$ cat src/rtl/hz_pkg.sv
`timescale 1ns/1ps
package hz_pkg;
  // operand source codes shared by EX and ID selects
  typedef enum logic [1:0] {
    SRC_RF    = 2'd0,
    SRC_EXMEM = 2'd1,
    SRC_MEMWB = 2'd2
  } src_sel_e;
endpackage

$ cat src/rtl/hz_src_pick.sv
`timescale 1ns/1ps
// Chooses the source of one operand from later pipeline stages.
module hz_src_pick #(
  parameter int RW = 5
) (
  input  logic [RW-1:0]     src,
  input  logic [RW-1:0]     near_dst,
  input  logic              near_ok,
  input  logic [RW-1:0]     far_dst,
  input  logic              far_ok,
  output hz_pkg::src_sel_e  sel
);
  logic src_live;
  logic near_hit;
  logic far_hit;

  always_comb begin
    src_live = (src != '0);
    near_hit = src_live && near_ok && (near_dst == src);
    far_hit  = src_live && far_ok  && (far_dst  == src);
    if (near_hit)      sel = hz_pkg::SRC_EXMEM;
    else if (far_hit)  sel = hz_pkg::SRC_MEMWB;
    else               sel = hz_pkg::SRC_RF;
  end
endmodule

$ cat src/rtl/hz_stall_eval.sv
`timescale 1ns/1ps
// Decides whether the instruction in ID must wait.
module hz_stall_eval #(
  parameter int RW = 5,
  parameter int NSRC = 2
) (
  input  logic [NSRC-1:0][RW-1:0] id_src,
  input  logic                    id_branch,
  input  logic [RW-1:0]           ex_dst,
  input  logic                    ex_we,
  input  logic                    ex_load,
  input  logic [RW-1:0]           mem_dst,
  input  logic                    mem_we,
  input  logic                    mem_load,
  output logic                    stall
);
  logic [NSRC-1:0] ex_hit;
  logic [NSRC-1:0] mem_hit;

  for (genvar k = 0; k < NSRC; k++) begin : g_src
    always_comb begin
      ex_hit[k]  = (ex_dst  != '0) && (ex_dst  == id_src[k]);
      mem_hit[k] = (mem_dst != '0) && (mem_dst == id_src[k]);
    end
  end

  logic load_use;
  logic br_wait_ex;
  logic br_wait_mem;

  always_comb begin
    load_use    = ex_load && (|ex_hit);
    br_wait_ex  = id_branch && ex_we && (|ex_hit);
    br_wait_mem = id_branch && mem_we && mem_load && (|mem_hit);
    stall       = load_use || br_wait_ex || br_wait_mem;
  end
endmodule

$ cat src/rtl/hz_branch_cmp.sv
`timescale 1ns/1ps
// Equality comparator for ID branch resolution with forwarded operands.
module hz_branch_cmp #(
  parameter int XLEN = 32,
  parameter int NSRC = 2
) (
  input  hz_pkg::src_sel_e [NSRC-1:0] sel,
  input  logic [NSRC-1:0][XLEN-1:0]   rf_val,
  input  logic [XLEN-1:0]             near_val,
  input  logic [XLEN-1:0]             far_val,
  output logic                        equal
);
  logic [NSRC-1:0][XLEN-1:0] opnd;

  for (genvar k = 0; k < NSRC; k++) begin : g_mux
    always_comb begin
      unique case (sel[k])
        hz_pkg::SRC_EXMEM: opnd[k] = near_val;
        hz_pkg::SRC_MEMWB: opnd[k] = far_val;
        default:           opnd[k] = rf_val[k];
      endcase
    end
  end

  always_comb equal = (opnd[0] == opnd[1]);
endmodule

$ cat src/rtl/hazard_ctrl.sv
`timescale 1ns/1ps
// Hazard detection, forwarding and ID-stage branch resolution.
module hazard_ctrl #(
  parameter  int NREG = 32,
  parameter  int XLEN = 32,
  localparam int RW   = $clog2(NREG)
) (
  input  logic            clk,
  input  logic            rst_n,
  input  logic [RW-1:0]   id_src1,
  input  logic [RW-1:0]   id_src2,
  input  logic            id_branch,
  input  logic [XLEN-1:0] id_val1,
  input  logic [XLEN-1:0] id_val2,
  input  logic [RW-1:0]   ex_src1,
  input  logic [RW-1:0]   ex_src2,
  input  logic [RW-1:0]   ex_dst,
  input  logic            ex_we,
  input  logic            ex_load,
  input  logic [RW-1:0]   mem_dst,
  input  logic            mem_we,
  input  logic            mem_load,
  input  logic [XLEN-1:0] mem_result,
  input  logic [RW-1:0]   wb_dst,
  input  logic            wb_we,
  input  logic [XLEN-1:0] wb_value,
  output logic [1:0]      alu_sel1,
  output logic [1:0]      alu_sel2,
  output logic [1:0]      cmp_sel1,
  output logic [1:0]      cmp_sel2,
  output logic            stall,
  output logic            flush
);
  localparam int NSRC = 2;

  logic [NSRC-1:0][RW-1:0]   ex_src;
  logic [NSRC-1:0][RW-1:0]   id_src;
  logic [NSRC-1:0][XLEN-1:0] id_val;
  hz_pkg::src_sel_e [NSRC-1:0] alu_sel;
  hz_pkg::src_sel_e [NSRC-1:0] cmp_sel;
  logic mem_alu_ok;
  logic cmp_equal;
  logic hold;

  always_comb begin
    ex_src[0] = ex_src1;
    ex_src[1] = ex_src2;
    id_src[0] = id_src1;
    id_src[1] = id_src2;
    id_val[0] = id_val1;
    id_val[1] = id_val2;
    // a load result is not yet present in EX/MEM
    mem_alu_ok = mem_we && !mem_load;
  end

  for (genvar k = 0; k < NSRC; k++) begin : g_opnd
    hz_src_pick #(.RW(RW)) u_alu_pick (
      .src      (ex_src[k]),
      .near_dst (mem_dst),
      .near_ok  (mem_we),
      .far_dst  (wb_dst),
      .far_ok   (wb_we),
      .sel      (alu_sel[k])
    );
    hz_src_pick #(.RW(RW)) u_cmp_pick (
      .src      (id_src[k]),
      .near_dst (mem_dst),
      .near_ok  (mem_alu_ok),
      .far_dst  (wb_dst),
      .far_ok   (wb_we),
      .sel      (cmp_sel[k])
    );
  end

  hz_stall_eval #(.RW(RW), .NSRC(NSRC)) u_stall (
    .id_src    (id_src),
    .id_branch (id_branch),
    .ex_dst    (ex_dst),
    .ex_we     (ex_we),
    .ex_load   (ex_load),
    .mem_dst   (mem_dst),
    .mem_we    (mem_we),
    .mem_load  (mem_load),
    .stall     (hold)
  );

  hz_branch_cmp #(.XLEN(XLEN), .NSRC(NSRC)) u_cmp (
    .sel      (cmp_sel),
    .rf_val   (id_val),
    .near_val (mem_result),
    .far_val  (wb_value),
    .equal    (cmp_equal)
  );

  always_comb begin
    alu_sel1 = alu_sel[0];
    alu_sel2 = alu_sel[1];
    cmp_sel1 = cmp_sel[0];
    cmp_sel2 = cmp_sel[1];
    stall    = hold;
    // stall outranks flush; the branch retries once operands are final
    flush    = id_branch && !hold && cmp_equal;
  end

  p_near_first_r2: assert property (@(posedge clk) disable iff (!rst_n)
    (mem_we && ex_src1 != '0 && mem_dst == ex_src1) |-> alu_sel1 == hz_pkg::SRC_EXMEM);
  p_zero_alu_r3: assert property (@(posedge clk) disable iff (!rst_n)
    (ex_src2 == '0) |-> alu_sel2 == hz_pkg::SRC_RF);
  p_zero_cmp_r3: assert property (@(posedge clk) disable iff (!rst_n)
    (id_src1 == '0) |-> cmp_sel1 == hz_pkg::SRC_RF);
  p_load_use_r4: assert property (@(posedge clk) disable iff (!rst_n)
    (ex_load && ex_dst != '0 && ex_dst == id_src2) |-> stall);
  p_no_load_fwd_r6: assert property (@(posedge clk) disable iff (!rst_n)
    (mem_load && id_branch) |-> cmp_sel1 != hz_pkg::SRC_EXMEM);
  p_flush_branch_r8: assert property (@(posedge clk) disable iff (!rst_n)
    flush |-> id_branch);
  p_stall_wins_r9: assert property (@(posedge clk) disable iff (!rst_n)
    stall |-> !flush);
  p_alu_no_wait_r10: assert property (@(posedge clk) disable iff (!rst_n)
    (stall && !id_branch) |-> ex_load);
endmodule

$ cat config.mk
export PLATFORM = sky130hd
export DESIGN_NAME = hazard_ctrl
export DESIGN_NICKNAME = d
export VERILOG_FILES = /design/src/rtl/hz_pkg.sv /design/src/rtl/hz_src_pick.sv /design/src/rtl/hz_stall_eval.sv /design/src/rtl/hz_branch_cmp.sv /design/src/rtl/hazard_ctrl.sv
export SDC_FILE = /design/constraint.sdc
export NUM_CORES = 1
export LEC_CHECK = 0
export ABC_CLOCK_PERIOD_IN_PS = 10000
export BUFFER_PORTS_ARGS = -buffer_cell sky130_fd_sc_hd__buf_2
export CAP_MARGIN = 15
export CORE_UTILIZATION = 44
export DETAILED_ROUTE_END_ITERATION = 7
export GPL_ROUTABILITY_DRIVEN = 0
export PLACE_DENSITY_LB_ADDON = 0.15
export SYNTH_ARGS = -nofsm -noshare
export SYNTH_HDL_FRONTEND = slang
export SYNTH_SLANG_ARGS = --single-unit
$ cat constraint.sdc
create_clock -name vclk -period 10
set_input_delay 2 -clock vclk [all_inputs]
set_output_delay 2 -clock vclk [all_outputs]
set_load 0.005 [all_outputs]
==> results of run 1 <==
==> power by group <==
part           switching (mW)  internal, mW
sequential                  0             0
combinational          0.0954        0.0669
clock                       0             0
==> stage by stage <==
| step | power (mW) | cells | setup WS, ns | area (um2) |
|---|---|---|---|---|
| after floorplan | 0.09472 | 467 | 3.735 | 3002 |
| after global placement | 0.1569 | 677 | 2.762 | 3815 |
| after detailed placement | 0.1584 | 677 | 2.690 | 3815 |
| after CTS | 0.1592 | 677 | 2.685 | 3815 |
| after global routing | 0.1751 | 677 | 2.395 | 3815 |
| final | 0.1623 | 677 | 2.607 | 3815 |
==> Yosys cell counts (10+ instances only) <==
library cell	count
nor3_1	51
xnor2_1	44
buf_2	10
o21ai_0	26
nor4_1	14
nor2_1	13
o31ai_1	20
a31oi_1	52
clkbuf_1	37
nand2_1	25
xor2_1	37
nand3_1	33
nand4_1	28
==> worst max-delay path by stage <==
stage	end	slack, ns	depth (start not counted)	start
CTS	flush	2.68	13	id_src1[1]
detailed placement	flush	2.69	13	id_src1[1]
global route	flush	2.40	13	id_src1[1]
global placement	flush	2.76	13	id_src1[1]
finish	flush	2.61	13	id_src1[1]
floorplan	flush	3.74	10	id_src2[4]
==> cell families after synthesis <==
logic type	count (synthesis)	share of synthesized area, %
buf+inv	59	9.045
mux	6	2.084
simple gates	184	33.72
compound gates	136	30.97
xor+xnor	82	24.18
==> placed cells by master, fill, tap and decap left out, types with 3 or more instances in the layout <==
cell type / instances
a21oi_1: 9
a31oi_1: 52
buf_2: 179
buf_4: 11
mux2i_1: 4
nand2_1: 25
nand3_1: 33
nand4_1: 28
nor2_1: 12
nor3_1: 51
nor4_1: 14
nor4_2: 3
o21ai_0: 26
o22a_1: 3
o2bb2ai_1: 7
o31ai_1: 20
o31ai_2: 6
or4_1: 5
xnor2_1: 44
xor2_1: 37
==> cell type report <==
cell class / count / share of cell area (%)
Inverter: 2 / 0.1968
Tap cell: 77 / 2.525
Multi-Input combinational cell: 408 / 71.63
Timing Repair Buffer: 190 / 25.65
==> critical path, cell delays in order <==
cell	delay (ns)
buf_2	0.14
or4_1	0.59
o211ai_2	0.16
buf_4	0.32
or2_1	0.41
buf_4	0.37
inv_1	0.23
a211oi_1	0.30
nor4_1	0.09
nor3_1	0.21
nand4_1	0.14
nor4_2	0.26
buf_2	0.16
==> routing by layer <==
layer  up-vias  wire length, um  track usage [%]
met1      1969             4839            43.90
met2       311             5819            57.65
met4         0              337            8.937
li1       2066                -                -
met3        30             1287            1.770
met5         -                0                0
==> results.md, run 1 <==
- Critical path class: in -> out
- Post-route setup TNS: 0 ns
- Initial Utilization: 46.47%
- Worst EP arrival: 5.39 ns
- Mapped Area: 3002 um2
- DIE HEIGHT: 84.60 um
- Actual slew at the worst max-slew pin: 1.135 ns
- Antenna cells: 0
- CORE AREA: 6459 um2
- Detailed Route Iter0 Violations: 591
- Cell taking the most area after synthesis: xnor2_1
- Row count: 29
- Global-route wire length before repair: 19.60 mm
- Clock buffers: 0
- P_leak: 1.491 nW
- GRT Resource Usage Total: 32.96%
- Hold buffer count at CTS: 0
- Via/cell ratio: 6.464
- Total grt overflow: 0
- Register area share after synthesis: 0%
- CP Data Required Time: 8.00 ns
- Final core occ: 59.07%
- Slew Limit Fails: 0
- Period minus WS final: 7.393 ns
- Final Hold Viols: 0
- Cells after synthesis: 467
- Outcome: complete, but fails checks
- Seq. cell area: 0 um2
- Min Hold Slack: 4.374 ns
- Initial antenna violation count: 0
- Post-cts resize count: 0
- Setup bufs post-CTS: 0
- Worst Path Max Fanout: 25
- Yosys top cell area share: 12.84%
- DP HPWL: 9.071 mm
- Critical path endpoint category: primary output
- Final setup viols: 0
- CP Launch Type: primary input
- Top cells by area, synth: xnor2_1 13%, a31oi_1 11%, xor2_1 11%
- Final #Nets: 773
- Largest net degree at the start of global routing: 27
- YS warnings: 0
- Via Count: 4376
- PD cells: 42.55 nW/um2
- Final antenna-violating net count: 0
- Area of the die: 7156 um2
- I/O Buffers: 179
- DRC viols: 15
- MaxCap Viol Count: 0
- Worst vdd ir: 0.03737 mV
- Hold Startpoint: mem_we
- Multi-input logic area: 2733 um2
- DIE WIDTH: 84.60 um
- Area delta synth->final: 27.09%
- DRT Pass-1 Iters: 8
- Post-Route WL: 12.28 mm
- Post-synthesis cell type count: 47
- Worst min path class: in -> out
- Share of cells above drive strength 1: 34.83%
- Synth Area per Inst: 6.427 um2
- FILL cells: 659
- DR WL/cell: 18.14 um
- Hold EP: alu_sel1[0]
- Max Freq: 135.3 MHz
- Violated checks: DRC
- Seq cells: 0
- Mapped Nets: 638
- Hold path depth: 4
- Fin crit share: 73.93%
- Vias in the first global route: 4059
- Max_slew headroom: 24.32%
- RSZ-0062 raised after global routing: no
- I/O Pins: 181
Power figures use the tool's default switching activity.
==> run 2: changes to the inputs <==
- ABC_CLOCK_PERIOD_IN_PS: 10000 -> 7300
- clock period: 10 -> 7.3 ns (I/O delays scaled with it)
==> run 2 against run 1 <==
- the flow still finishes with violations (DRC)
- die area unchanged
- via count up 0.87%
- critical endpoint unchanged
- non-clock buffer count up 2
- clock-buffer cell count unchanged
==> results.md, run 2 (synthesis results as in run 1) <==
- Outcome: complete, but fails checks
- Violated checks: DRC
- Worst Path Max Fanout: 26
- DP HPWL: 9.165 mm
- DRC viols: 16
- Gr busiest metal: met2
- Initial Utilization: 46.47%
- Actual slew at the worst max-slew pin: 1.202 ns
- Hold EP: alu_sel2[0]
- Critical path class: in -> out
- Period minus WS final: 6.540 ns
- Seq. cell area: 0 um2
- Clock buffers: 0
- Via/cell ratio: 6.501
- Initial antenna violation count: 0
- MaxCap Viol Count: 0
- Share of cells above drive strength 1: 35.05%
- Commonest non-fill, non-tap cell in the layout: buf_2
- Final antenna-violating net count: 0
- Hold path depth: 4
- Total grt overflow: 0
- Row count: 29
- Final std cells w/o fill: 679
- Final Hold Viols: 0
- Hold Startpoint: mem_we
- Vias in the first global route: 4099
- DIE HEIGHT: 84.60 um
- Max_slew headroom: 19.89%
- Slew Limit Fails: 0
- I/O Buffers: 179
- CORE AREA: 6459 um2
- Fin crit share: 89.58%
- Max Freq: 152.9 MHz
- Worst vdd ir: 0.04311 mV
- Placed cells: 679
- Detailed Route Iter0 Violations: 482
- Antenna cells: 0
- DIE WIDTH: 84.60 um
- Most frequent cells in the layout: 179 x buf_2, 52 x a31oi_1, 51 x nor3_1, 44 x xnor2_1, 37 x xor2_1
- RSZ-0062 raised after global routing: no
- GRT Resource Usage Total: 33.44%
- Post-cts resize count: 0
- Worst min path class: in -> out
- Final #Nets: 775
- CP Launch Type: primary input
- Global-route wire length before repair: 19.98 mm
- Area delta synth->final: 27.59%
- Post-Route WL: 12.57 mm
- Most used cell, CP: buf_2
- I/O Pins: 181
- DR WL/cell: 18.51 um
- Largest net degree at the start of global routing: 27
- DRT Pass-1 Iters: 7
- GRT met3 Usage: 3.343%
- PD cells: 58.47 nW/um2
- Seq cells: 0
- Setup bufs post-CTS: 0
- Worst-path cell chain: buf_2, or4_1, o211ai_2, buf_4, or2_1, inv_1, a211oi_1, nor4_1, nor3_1, nand4_1, nor4_2, buf_2
- P_leak: 1.499 nW
- Via Count: 4414
- Critical path endpoint category: primary output
- Worst EP arrival: 5.08 ns
- CP Data Required Time: 5.84 ns
- Final setup viols: 0
- Hold buffer count at CTS: 0
- Area of the die: 7156 um2
- M1 GR Usage: 44.48%
- Grt met2 use: 56.61%
- Post-route setup TNS: 0 ns
- Slowest stage cell, crit path: or2_1
- CP peak stage delay: 0.82 ns
- CP startpoint: id_src1[1]
==> run 2: cell types whose count changed in the layout (fill, tap and decap cells not counted), sizes merged <==
cell	previous run	this run
buf	190	192
==> run 2: metrics by stage <==
stage	instance area (um2)	total power, mW	utilization, %	setup slack (ns)	hold WS (ns)
global placement	3830	0.2152	59.30	0.9031	3.288
finish	3830	0.2239	59.30	0.7604	3.280
detailed placement	3830	0.2178	59.30	0.8351	3.279
CTS	3830	0.2187	59.30	0.8344	3.280
global route	3830	0.2406	59.30	0.5600	3.306
floorplan	3002	0.1298	-	2.115	3.058
==> run 2: cell type report <==
type / count / area [um2]
Multi-Input combinational cell: 408 / 2733
Timing Repair Buffer: 192 / 993.5
Fill cell: 642 / 2629
Inverter: 2 / 7.507
Tap cell: 77 / 96.34
==> run 2: power by group <==
part           leakage (nW)  switching (mW)  internal (mW)  total (mW)
combinational          1.50           0.132         0.0921       0.224
sequential                0               0              0           0
clock                     0               0              0           0
==> run 2: layer usage <==
layer	wire length, um	vias to the layer above
met3	1415	31
met5	0	-
li1	-	2063
met2	5801	322
met1	5001	1998
met4	350	0
==> run 2: how the worst max path moves through the flow <==
| stage | end | slack, ns |
|---|---|---|
| 3_5_place_dp | flush | 0.84 |
| 4_1_cts | flush | 0.83 |
| 2_1_floorplan | flush | 2.12 |
| 6_report | flush | 0.76 |
| 5_1_grt | flush | 0.56 |
| 3_3_place_gp | flush | 0.90 |
==> run 2: critical path, delay by kind of cell <==
kind            cells  cell delay (ns)
compound gates      2             0.51
simple gates        6             2.08
buf+inv             4             1.02
==> run 3: changes to the inputs <==
- ABC_CLOCK_PERIOD_IN_PS: 7300 -> 6800
- CORE_MARGIN: not set -> 3
- clock period: 7.3 -> 6.8 ns (I/O delays scaled with it)
==> run 3 against run 2 <==
- the flow now finishes without violations
- sequential share of layout area stayed put
- hold slack worse by 0.18 ns
- cell area stayed put
- critical path type unchanged
==> results.md, run 3 (synthesis results as in run 1) <==
- Critical path class: in -> out
- Final antenna-violating net count: 0
- Share of cells above drive strength 1: 35.05%
- Global-route wire length before repair: 19.36 mm
- Post-cts resize count: 0
- DR WL/cell: 18.79 um
- Row count: 29
- Place WS: 0.8854 ns
- I/O Pins: 181
- Seq cells: 0
- Initial antenna violation count: 0
- CP Launch Type: primary input
- Fin crit share: 87.72%
- Hold path depth: 4
- Critical path endpoint category: primary output
- Via Count: 4388
- Multi-input logic area: 2733 um2
- Final worst slack: 0.8348 ns
- Final setup viols: 0
- DIE HEIGHT: 88.60 um
- Final #Nets: 775
- Antenna cells: 0
- GRT Resource Usage Total: 30.19%
- Worst min path class: in -> out
- Seq. cell area: 0 um2
- Placed cells: 679
- Min Hold Slack: 3.098 ns
- MaxCap Viol Count: 0
- Hold buffer count at CTS: 0
- CP Data Required Time: 5.44 ns
- Slew Limit Fails: 0
- Total power: 0.2379 mW
- Placed cell area: 3830 um2
- FILL cells: 651
- Max Freq: 167.6 MHz
- Worst Path Max Fanout: 25
- Actual slew at the worst max-slew pin: 1.160 ns
- Setup bufs post-CTS: 0
- Final core occ: 58.97%
- I/O Buffers: 179
- Commonest non-fill, non-tap cell in the layout: buf_2
- Worst EP arrival: 4.61 ns
- Finished Cell Area: 3830 um2
- Worst vdd ir: 0.06395 mV
- Final std cells w/o fill: 679
- Max_slew headroom: 22.45%
- DP HPWL: 9.471 mm
- Post-route setup TNS: 0 ns
- Vias in the first global route: 4122
- PD cells: 62.11 nW/um2
- CORE AREA: 6495 um2
- Area of the die: 7849 um2
- Initial Utilization: 46.21%
- Total grt overflow: 0
- DRC viols: 0
- P_leak: 1.501 nW
- Outcome: complete, no violations
- Via/cell ratio: 6.462
- Detailed Route Iter0 Violations: 481
- DRT Pass-1 Iters: 5
- Post-Route WL: 12.76 mm
- Most frequent cells in the layout: 179 x buf_2, 52 x a31oi_1, 51 x nor3_1, 44 x xnor2_1, 37 x xor2_1
- DIE WIDTH: 88.60 um
- Period minus WS final: 5.965 ns
- Area delta synth->final: 27.59%
- Final Hold Viols: 0
- Largest net degree at the start of global routing: 27
- Clock buffers: 0
- RSZ-0062 raised after global routing: no
## run 3: cell counts in the layout (fill, tap and decap cells not counted)
No cell type changed its count.
## run 3: report_power, final
part / total, mW / internal, mW / switching [mW]
clock: 0 / 0 / 0
sequential: 0 / 0 / 0
combinational: 0.238 / 0.0991 / 0.139
## run 3: worst paths after layout
path / from / end
min: mem_we / alu_sel1[0]
max: id_src1[1] / flush
## run 3: cell type report
class	instances	area share (%)
repair buffers	192	25.94
inverters	2	0.1960
well taps	77	2.516
multi-input cells	408	71.35
## run 3: layer usage
metal	track usage, %	part of all wire [%]
met5	0	0
met4	10.58	3.1
met3	4.655	10
met2	52.82	49
met1	37.40	38
## run 3: critical path, cell delays in order
cell and delay, ns:
buf_2 0.14, or4_1 0.59, o211ai_2 0.18, or2_1 0.76, inv_1 0.39, a211oi_1 0.34, nor4_1 0.08, nor3_1 0.17
nand4_1 0.14, nor4_2 0.29, buf_2 0.16
